`src/rtl/cid_pkg.sv`:
```
// Shared constants and types for the conditional dispatch unit.
// Assumes 32-bit instruction words with a fixed field layout.
package cid_pkg;
    localparam int ENG_N     = 6;
    localparam int OP_W      = 3;
    localparam int CNT_W     = 4;
    localparam int CLASS_BIT = 31;
    localparam int OP_LSB    = 28;
    localparam int MASK_LSB  = 22;
    localparam int CNT_LSB   = 18;

    typedef enum logic [1:0] {
        ST_IDLE   = 2'd0,
        ST_GATHER = 2'd1,
        ST_WAIT   = 2'd2
    } disp_state_t;
endpackage

```
`src/rtl/cid_decode.sv`:
```
// Field decoder for one instruction word.
// Purely combinational; reports whether a command word is legal.
module cid_decode
    import cid_pkg::*;
#(
    parameter int WORD_W     = 32,
    parameter int MAX_PARAMS = 8
) (
    input  logic [WORD_W-1:0] word,
    output logic              is_cmd,
    output logic [OP_W-1:0]   op,
    output logic [ENG_N-1:0]  mask,
    output logic [CNT_W-1:0]  cnt,
    output logic              cmd_ok
);
    // split fields and judge legality
    always_comb begin
        is_cmd = word[CLASS_BIT];
        op     = word[OP_LSB +: OP_W];
        mask   = word[MASK_LSB +: ENG_N];
        cnt    = word[CNT_LSB +: CNT_W];
        cmd_ok = (int'(op) < ENG_N) && (cnt != '0) && (int'(cnt) <= MAX_PARAMS);
    end
endmodule

```
`src/rtl/cid_gather.sv`:
```
// Unit collector: takes a command word, then its parameter words, then
// holds the unit until the trigger is met. Drops malformed words and
// raises a sticky error. Assumes sat is valid whenever the state is WAIT.
module cid_gather
    import cid_pkg::*;
#(
    parameter int WORD_W     = 32,
    parameter int MAX_PARAMS = 8,
    localparam int PAR_W     = WORD_W * MAX_PARAMS
) (
    input  logic              clk,
    input  logic              rst_n,
    input  logic              in_valid,
    input  logic [WORD_W-1:0] in_word,
    input  logic              is_cmd,
    input  logic [OP_W-1:0]   dec_op,
    input  logic [ENG_N-1:0]  dec_mask,
    input  logic [CNT_W-1:0]  dec_cnt,
    input  logic              cmd_ok,
    input  logic              sat,
    output logic              in_ready,
    output logic              issue,
    output logic [OP_W-1:0]   op_q,
    output logic [ENG_N-1:0]  mask_q,
    output logic [PAR_W-1:0]  par_flat,
    output logic              err_o
);
    disp_state_t      st_q;
    logic [CNT_W-1:0] cnt_q;
    logic [CNT_W-1:0] idx_q;
    logic             err_q;
    logic             fire;
    logic             take_cmd;
    logic             take_par;

    // handshake and issue qualifiers
    always_comb begin
        in_ready = (st_q != ST_WAIT);
        fire     = in_valid && in_ready;
        take_cmd = fire && (st_q == ST_IDLE) && is_cmd && cmd_ok;
        take_par = fire && (st_q == ST_GATHER) && !is_cmd;
        issue    = (st_q == ST_WAIT) && sat;
    end

    // sequencing state, unit header and error flag
    always_ff @(posedge clk) begin
        if (!rst_n) begin
            st_q   <= ST_IDLE;
            op_q   <= '0;
            mask_q <= '0;
            cnt_q  <= '0;
            idx_q  <= '0;
            err_q  <= 1'b0;
        end else begin
            case (st_q)
                ST_IDLE: begin
                    if (take_cmd) begin
                        op_q   <= dec_op;
                        mask_q <= dec_mask;
                        cnt_q  <= dec_cnt;
                        idx_q  <= '0;
                        st_q   <= ST_GATHER;
                    end else if (fire) begin
                        err_q <= 1'b1;
                    end
                end
                ST_GATHER: begin
                    if (fire && is_cmd) begin
                        err_q <= 1'b1;
                    end else if (take_par) begin
                        if (idx_q == cnt_q - CNT_W'(1)) begin
                            st_q <= ST_WAIT;
                        end else begin
                            idx_q <= idx_q + CNT_W'(1);
                        end
                    end
                end
                ST_WAIT: begin
                    if (sat) begin
                        st_q <= ST_IDLE;
                    end
                end
                default: st_q <= ST_IDLE;
            endcase
        end
    end

    assign err_o = err_q;

    // one storage slot per parameter word
    for (genvar k = 0; k < MAX_PARAMS; k++) begin : g_slot
        logic [WORD_W-1:0] slot_q;

        // clear on a new unit, load when this slot's word arrives
        always_ff @(posedge clk) begin
            if (!rst_n) begin
                slot_q <= '0;
            end else if (take_cmd) begin
                slot_q <= '0;
            end else if (take_par && (idx_q == CNT_W'(k))) begin
                slot_q <= in_word;
            end
        end

        assign par_flat[k*WORD_W +: WORD_W] = slot_q;
    end
endmodule

```
`src/rtl/cid_trigger.sv`:
```
// Done-tracking per target engine. For each opcode it records which
// engines have reported done since that opcode last issued, and judges
// whether the held unit's mask is covered. Assumes op_q < ENG_N in WAIT.
module cid_trigger
    import cid_pkg::*;
(
    input  logic             clk,
    input  logic             rst_n,
    input  logic [ENG_N-1:0] done_i,
    input  logic             issue,
    input  logic [OP_W-1:0]  op_q,
    input  logic [ENG_N-1:0] mask_q,
    output logic             sat
);
    logic [ENG_N-1:0] seen [ENG_N];
    logic [ENG_N-1:0] seen_sel;

    for (genvar t = 0; t < ENG_N; t++) begin : g_tgt
        logic [ENG_N-1:0] seen_q;

        // restart tracking on this target's issue, else accumulate
        always_ff @(posedge clk) begin
            if (!rst_n) begin
                seen_q <= '0;
            end else if (issue && (op_q == OP_W'(t))) begin
                seen_q <= done_i;
            end else begin
                seen_q <= seen_q | done_i;
            end
        end

        assign seen[t] = seen_q;
    end

    // pick the tracking vector of the held unit's target
    always_comb begin
        seen_sel = '0;
        for (int t = 0; t < ENG_N; t++) begin
            if (op_q == OP_W'(t)) begin
                seen_sel = seen[t];
            end
        end
        sat = ((mask_q & ~seen_sel) == '0);
    end
endmodule

```
`src/rtl/cid_issue_port.sv`:
```
// Issue fan-out: one start bit and one parameter slice per engine.
// Slices stay zero except for the selected port in the start cycle.
module cid_issue_port
    import cid_pkg::*;
#(
    parameter int PAR_W = 256
) (
    input  logic               issue,
    input  logic [OP_W-1:0]    op_q,
    input  logic [PAR_W-1:0]   par_flat,
    output logic [ENG_N-1:0]   start_o,
    output logic [ENG_N*PAR_W-1:0] param_o
);
    for (genvar e = 0; e < ENG_N; e++) begin : g_port
        assign start_o[e]                = issue && (op_q == OP_W'(e));
        assign param_o[e*PAR_W +: PAR_W] = start_o[e] ? par_flat : '0;
    end
endmodule

```
`src/rtl/cond_issue_dispatch.sv`:
```
// Top of the conditional instruction dispatch unit: decodes incoming
// words, collects units, gates issue on engine done tracking and fans
// the unit out to six engine ports. Assumes one word per handshake.
module cond_issue_dispatch
    import cid_pkg::*;
#(
    parameter int WORD_W     = 32,
    parameter int MAX_PARAMS = 8,
    localparam int PAR_W     = WORD_W * MAX_PARAMS,
    localparam int BUS_W     = ENG_N * PAR_W
) (
    input  logic              clk,
    input  logic              rst_n,
    input  logic [WORD_W-1:0] in_word,
    input  logic              in_valid,
    output logic              in_ready,
    input  logic [ENG_N-1:0]  done_i,
    output logic [ENG_N-1:0]  start_o,
    output logic [BUS_W-1:0]  param_o,
    output logic              err_o
);
    logic             is_cmd;
    logic [OP_W-1:0]  dec_op;
    logic [ENG_N-1:0] dec_mask;
    logic [CNT_W-1:0] dec_cnt;
    logic             cmd_ok;
    logic             sat;
    logic             issue;
    logic [OP_W-1:0]  op_q;
    logic [ENG_N-1:0] mask_q;
    logic [PAR_W-1:0] par_flat;

    cid_decode #(.WORD_W(WORD_W), .MAX_PARAMS(MAX_PARAMS)) u_dec (
        .word(in_word), .is_cmd(is_cmd), .op(dec_op), .mask(dec_mask),
        .cnt(dec_cnt), .cmd_ok(cmd_ok)
    );

    cid_gather #(.WORD_W(WORD_W), .MAX_PARAMS(MAX_PARAMS)) u_gath (
        .clk(clk), .rst_n(rst_n), .in_valid(in_valid), .in_word(in_word),
        .is_cmd(is_cmd), .dec_op(dec_op), .dec_mask(dec_mask),
        .dec_cnt(dec_cnt), .cmd_ok(cmd_ok), .sat(sat),
        .in_ready(in_ready), .issue(issue), .op_q(op_q), .mask_q(mask_q),
        .par_flat(par_flat), .err_o(err_o)
    );

    cid_trigger u_trig (
        .clk(clk), .rst_n(rst_n), .done_i(done_i), .issue(issue),
        .op_q(op_q), .mask_q(mask_q), .sat(sat)
    );

    cid_issue_port #(.PAR_W(PAR_W)) u_port (
        .issue(issue), .op_q(op_q), .par_flat(par_flat),
        .start_o(start_o), .param_o(param_o)
    );
endmodule

```
`config.mk`:
```
export PLATFORM = sky130hd
export DESIGN_NAME = cond_issue_dispatch
export DESIGN_NICKNAME = d
export VERILOG_FILES = /design/src/rtl/cid_pkg.sv /design/src/rtl/cid_decode.sv /design/src/rtl/cid_gather.sv /design/src/rtl/cid_trigger.sv /design/src/rtl/cid_issue_port.sv /design/src/rtl/cond_issue_dispatch.sv
export SDC_FILE = /design/constraint.sdc
export NUM_CORES = 1
export LEC_CHECK = 0
export BUFFER_PORTS_ARGS = -buffer_cell sky130_fd_sc_hd__buf_2
export CORE_AREA = 2 2 624 626
export CTS_BUF_LIST = sky130_fd_sc_hd__clkbuf_16
export DETAILED_ROUTE_END_ITERATION = 8
export DIE_AREA = 0 0 626 628
export GPL_ROUTABILITY_DRIVEN = 0
export HOLD_SLACK_MARGIN = 0.12
export PLACE_DENSITY = 0.3
export SYNTH_ARGS = -nofsm -noshare
export SYNTH_HDL_FRONTEND = slang
export SYNTH_SLANG_ARGS = --single-unit
```
`constraint.sdc`:
```
create_clock -name clk -period 3.1 [get_ports clk]
set_input_delay 0.155 -clock clk [delete_from_list [all_inputs] [get_ports clk]]
set_output_delay 0.155 -clock clk [all_outputs]
set_load 0.01 [all_outputs]
```
### Word level (Yosys, flattened, before mapping)

Index checks and enable logic that the tools add are counted.
W data, S select, Z words.

| cells by class | value |
|---|---|
| shift-type cells | 0 |
| add/subtract/negate cells | 2 |
| magnitude comparators | 2 |
| equality and inequality tests | 25 |
| mux-type cells | 33 |
| multiply operators | 0 |
| div/mod/pow operators | 0 |
| bitwise operators | 9 |
| reduce and logical (&&, ||, !) cells | 36 |

Operator list:

| operator | count |
|---|---|
| $mux W256 | 6 |
| $mux W6 | 12 |
| $or A6 B6 Y6 | 6 |
| $logic_and A1 B1 Y1 | 24 |
| $eq A4 B3 Y1 const B | 4 |
| $mux W4 | 4 |
| $ne A2 B2 Y1 const B | 6 |
| $mux W2 | 5 |
| $reduce_and A5 Y1 | 2 |
| $eq A4 B2 Y1 const B | 2 |
| $ne A2 B1 Y1 const B | 4 |
| $pmux W4 S2 | 1 |
| $and A6 B6 Y6 | 1 |
| $eq A3 B2 Y1 const B | 2 |
| $eq A3 B3 Y1 const B | 2 |
| $logic_not A6 Y1 | 1 |
| $not A6 Y6 | 1 |
| $pmux W2 S3 | 1 |
| $add A4 B1 Y4 const B | 1 |
| $eq A4 B1 Y1 const B | 1 |
| $eq A4 B4 Y1 | 1 |
| $le A4 B4 Y1 const B | 1 |
| $logic_not A4 Y1 | 1 |
| $reduce_and A4 Y1 | 1 |
| other kinds (15) | 17 |

| word-level totals | value |
|---|---|
| output and inout bits | 1544 |
| latch bits | 0 |
| memories kept | 0 |
| input bits | 41 |
| register bits after elaboration | 312 |
| ROM bits | 0 |
| memory bits (writable) | 0 |
| logic and storage cells | 127 |

### Depth between registers and ports, before layout

| depth | value |
|---|---|
| depth in word-level cells | 13 |
| depth in mapped cells | 11 |
| depth with buffers taken out | 8 |

### Hierarchy

A second synthesis with hierarchy kept.

| second synthesis, totals | value |
|---|---|
| cell total of the unflattened synthesis | 3183 |
| area total of the unflattened synthesis | 22863.2 sq um |

By module, submodules not included:

| module | sequential area each (sq um) | times used | cells each | area each (sq um) |
|---|---|---|---|---|
| cid_gather | 5525.3 | 1 | 1293 | 10660.2 |
| cid_issue_port | 0.0 | 1 | 1712 | 10466.3 |
| cid_trigger | 720.7 | 1 | 161 | 1609.0 |
| cid_decode | 0.0 | 1 | 17 | 127.6 |

### Worst setup path before layout

OpenSTA, ideal clock, no wires.

| path | value |
|---|---|
| path type | reg2out |
| start point | reg u_gath.op_q[0] |
| end point | out param_o[1399] |
| data arrival time | 1941 ps |
| stages on the path, launching flop included | 12 |
| required time | 2945 ps |
| path buffers | 5 |
| slack | 1004 ps |
| cell sequence | dfxtp_1 > buf_2 > buf_6 > nand3b_1 > o21a_1 > o211ai_1 > o2111a_1 > buf_6 > nand4_4 > buf_4 > buf_6 > nor2_1 |

| on the way | value |
|---|---|
| longest elaborated chain between the ends | 13 |
| elaborated cells on any way between the ends | 18 |

RTL lines:

| what | line | source |
|---|---|---|
| start: declaration | cid_gather.sv:23 | `output logic [OP_W-1:0] op_q,` |
| start signal: assignment | cid_gather.sv:58 | `op_q <= dec_op;` |
| $logic_not A3 Y1 | cid_trigger.sv:39 | `if (op_q == OP_W'(t)) begin` |
| $mux W6 (6 in a row) | cid_trigger.sv:39 |  |
| $not A6 Y6 | cid_trigger.sv:43 | `sat = ((mask_q & ~seen_sel) == '0);` |
| $and A6 B6 Y6 | cid_trigger.sv:43 |  |
| $logic_not A6 Y1 | cid_trigger.sv:43 |  |
| $logic_and A1 B1 Y1 | cid_gather.sv:42 | `issue = (st_q == ST_WAIT) && sat;` |
| $logic_and A1 B1 Y1 * | cid_issue_port.sv:15 | `assign start_o[e] = issue && (op_q == OP_W'(e));` |
| $mux W256 * | cid_issue_port.sv:16 | `assign param_o[e*PAR_W +: PAR_W] = start_o[e] ? par_flat : '0;` |
| end: declaration | cond_issue_dispatch.sv:19 | `output logic [BUS_W-1:0] param_o,` |

Mark *: on every way between the ends. The rest lies on a longest branch, timed or not.

### Final worst setup path

| path | value |
|---|---|
| start point | reg u_gath.op_q[1] |
| end point | out param_o[1174] |

Same word-level chain as after synthesis.

==> flow_summary.yaml <==
detailed_routing:
  wl_met1_um: 132800
  ant_nets: 0
  drt-initial-drc-count: 2268
  vias: 30500
  met2_length_um: 143900
  route.final.wire_length_um: 302200
  routedWlPerCell_um: 28.99
  routed.top_layer: "met5"
  routed_via_density: 2.926
  routed-wl-met3_um: 17990
  dr.pass1.iters: 7
  drc: 0
yosys:
  synth-simple-area-share: 0.4856
  synth-edff-count: 0
  ys_async_sr_fraction: 0
  ys_types: 52
  synth_top_family_by_area: "simple AND/OR/NAND/NOR gates"
  netlist_area_um2: 19690
  synth_compound_area_frac: 0.08567
  avgSynthCellArea_um2: 5.748
  synthXorXnorAreaFrac: 0.004703
  synthCells: 3425
  yosys_warnings: 0
  muxShareOfSynthArea: 0.01208
  yosysSeqAreaShare: 0.3173
  synth-main-ff-cell: "dfxtp_1"
  yosys.area_share.adder: 0.003178
  synth_seq_cells: 312
  synthesis.nets: 3471
sta:
  finalSetupViolCount: 1481
  maxSlewViolCount: 0
  final-hold-violation-count: 0
  setup_ws_ns: -0.3163
  fmax_mhz: 292.7
  fin_crit_ns: 3.416
  skew_ns: 0.04594
  fin_crit_sh: 1.102
  max_slew_margin: 0.2693
  worstMarginPinSlew_ns: 1.093
  rsz0062_at_grt: "true"
floorplan:
  start_util: 0.05086
  fp.dieW_um: 626
  coreArea_um2: 387100
  die_h_um: 628
  num_io_pins: 1585
  rows: 229
  die_area_um2: 393100
clock_tree:
  clk_latency_ns: 0.68
  htree_levels: 2
  clock-sinks: 312
  path_clk_slew_ns: 0.06
  tritoncts: "yes"
  cts_buffers: 47
  cts_root_buf: "clkbuf_16"
  cts_buffer_depth: 3
finish:
  drive_gt1_frac: 0.4415
  fin_util: 0.1042
  fillers: 45800
  nets: 5206
  design_area_um2: 40330
  stdcell_count: 10420
  area_growth_syn_to_layout_pct: 104.9
worst_setup_path:
  critical_path.slowest_cell: "o2111a_2"
  worstPathMaxFanout: 9
  start_kind: "flip-flop"
  critPathKind: "flip-flop to output port"
  critPathBufInv: 5
  arrival_ns: 3.26
  cpLargestDelayFamily: "buffers and inverters"
  crit_top_cell: "buf_12"
  critPathCaptureType: "output port"
  worstPathRequired_ns: 2.94
  critPathMaxStageDelay_ns: 0.39
  crit_chain: "buf_12, mux2i_1, o21a_1, o211ai_1, o2111a_2, nand4b_1, buf_12, buf_16, clkbuf_16, nor2_1, buf_2"
global_route:
  antenna_found_initial: 99
  grtUsageTotal: 0.1439
  grt_pass1_vias: 27590
  grt_max_degree: 58
  grt_pass1_wl_um: 356200
  gr-total-overflow: 0
placed_design:
  io_buffers: 1584
  dp.cells: 10220
  preCtsSetupSlack_ns: -0.1188
  dp_hpwl_um: 233300
  placed_cell_area_um2: 36480
flow_run:
  drv_cap: 0
outcome:
  violations: "negative setup slack"
  status: "complete, but fails checks"
pwr:
  powerDensity_nw_per_um2: 275.8
  ir_drop_v: 0.0003520
  p_leak_nw: 17.35
min_path:
  hold_path.class: "primary input to flip-flop"
[synth_stat cells (all sizes together), types with 2 or more instances]
library cell	count	area [µm²]
nand3	5	25.02
mux2	6	67.56
nand3b	3	22.52
a21oi	253	1266
nand2b	7	43.79
and2	15	93.84
mux2i	17	170.2
a31o	12	105.1
a22oi	3	22.52
nor2b	19	121.4
nor2	1545	6010
dfxtp	312	6246
ha	5	62.56
and3	14	87.58
a21boi	2	15.01
a211oi	2	15.01
nand4b	4	35.03
clkbuf	117	447.9
nand2	793	2979
o21a	4	30.03
xor2	2	17.52
o211ai	4	30.03
o21ai	30	150.1
nand4	4	70.07
inv	9	33.78
buf	216	1319
nor3	3	15.01
xnor2	6	52.55
[placed cells by master (no fill, tap or decap), types with 32 or more instances in the layout]
cell type	instances
buf_2	1502
nor2_2	155
diode_2	32
dlygate4sd3_1	36
buf_6	40
nand2_1	778
dfxtp_1	309
buf_4	284
clkbuf_16	70
a21oi_1	253
buf_12	108
nor2_1	1359
[final cells by class]
class | count | area (µm²) | area share
Timing Repair Buffer | 2019 | 13790 | 0.3420
Sequential cell | 312 | 6255 | 0.1551
Inverter | 9 | 33.78 | 0.0008376
Clock buffer | 47 | 1176 | 0.02916
Tap cell | 5197 | 6502 | 0.1612
Clock inverter | 36 | 337.8 | 0.008376
Multi-Input combinational cell | 2771 | 12150 | 0.3013
Antenna cell | 32 | 80.08 | 0.001985
[what timing repair did]
action                                   CTS  global route
pin swaps                                  4             5
buffers inserted                          13             6
gates cloned                               6            26
gates resized for setup                  122           156
endpoints found under the setup margin  1542          1537
endpoints found under the hold margin    194             0
hold buffers                              36             0
[stage by stage]
step / hold slack [ns] / total power, mW / setup TNS (ns)
4_1_cts: 0.1328 / 11.28 / -342.85
5_1_grt: 0.1372 / 11.54 / -510.76
3_5_place_dp: 0.4455 / 5.422 / -14.73
3_3_place_gp: 0.4454 / 5.422 / -10.60
2_1_floorplan: 0.3026 / 4.709 / 0
6_report: 0.1271 / 11.12 / -242.72
[flip-flops by register name, indices dropped and copies added (netlist names)]
name                  flops
u_gath.g_slot.slot_q    256
u_trig.g_tgt.seen_q      36
u_gath.mask_q             6
u_gath.cnt_q              4
u_gath.idx_q              4
u_gath.op_q               3
u_gath.st_q               2
u_gath.err_o              1
[path summary, 6_finish.rpt]
kind	end	depth (start not counted)	slack, ns	start
max reg2reg	u_gath.g_slot[4].slot_q[15]$_SDFFE_PP0P_	6	0.67	u_gath.st_q[0]$_SDFFE_PN0P_
min reg2reg	u_gath.g_slot[7].slot_q[8]$_SDFFE_PP0P_	2	0.45	u_gath.g_slot[7].slot_q[8]$_SDFFE_PP0P_
min	u_gath.g_slot[0].slot_q[25]$_SDFFE_PP0P_	3	0.13	in_word[25]
max	param_o[1174]	11	-0.32	u_gath.op_q[1]$_SDFFE_PN0P_
[worst register-to-register path: stages, from the launching register on]
cell       delay [ns]
dfxtp_1          0.44
nand4bb_1        0.33
nor3b_2          0.33
buf_4            0.24
and2_2           0.69
nand2_1          0.17
a21oi_1          0.15
[logic make-up after synthesis]
| logic type | after synthesis |
|---|---|
| xor+xnor | 9 |
| flops | 312 |
| fa+ha+maj | 5 |
| mux | 23 |
| compound gates | 315 |
| buf+inv | 342 |
| simple gates | 2419 |
[per-layer routing]
layer  GRT usage  vias to the layer above
met3     0.02559                      191
li1            -                    14000
met1      0.1867                    14880
met2      0.2456                     1423
met5           0                        -
met4     0.03228                        2
[power by group]
part | internal (mW) | switching (mW) | total (mW)
Clock | 3.11 | 2.44 | 5.55
Sequential | 4.07 | 0.0383 | 4.10
Combinational | 0.453 | 1.01 | 1.47
No activity file was read; power rests on OpenSTA's default activity.
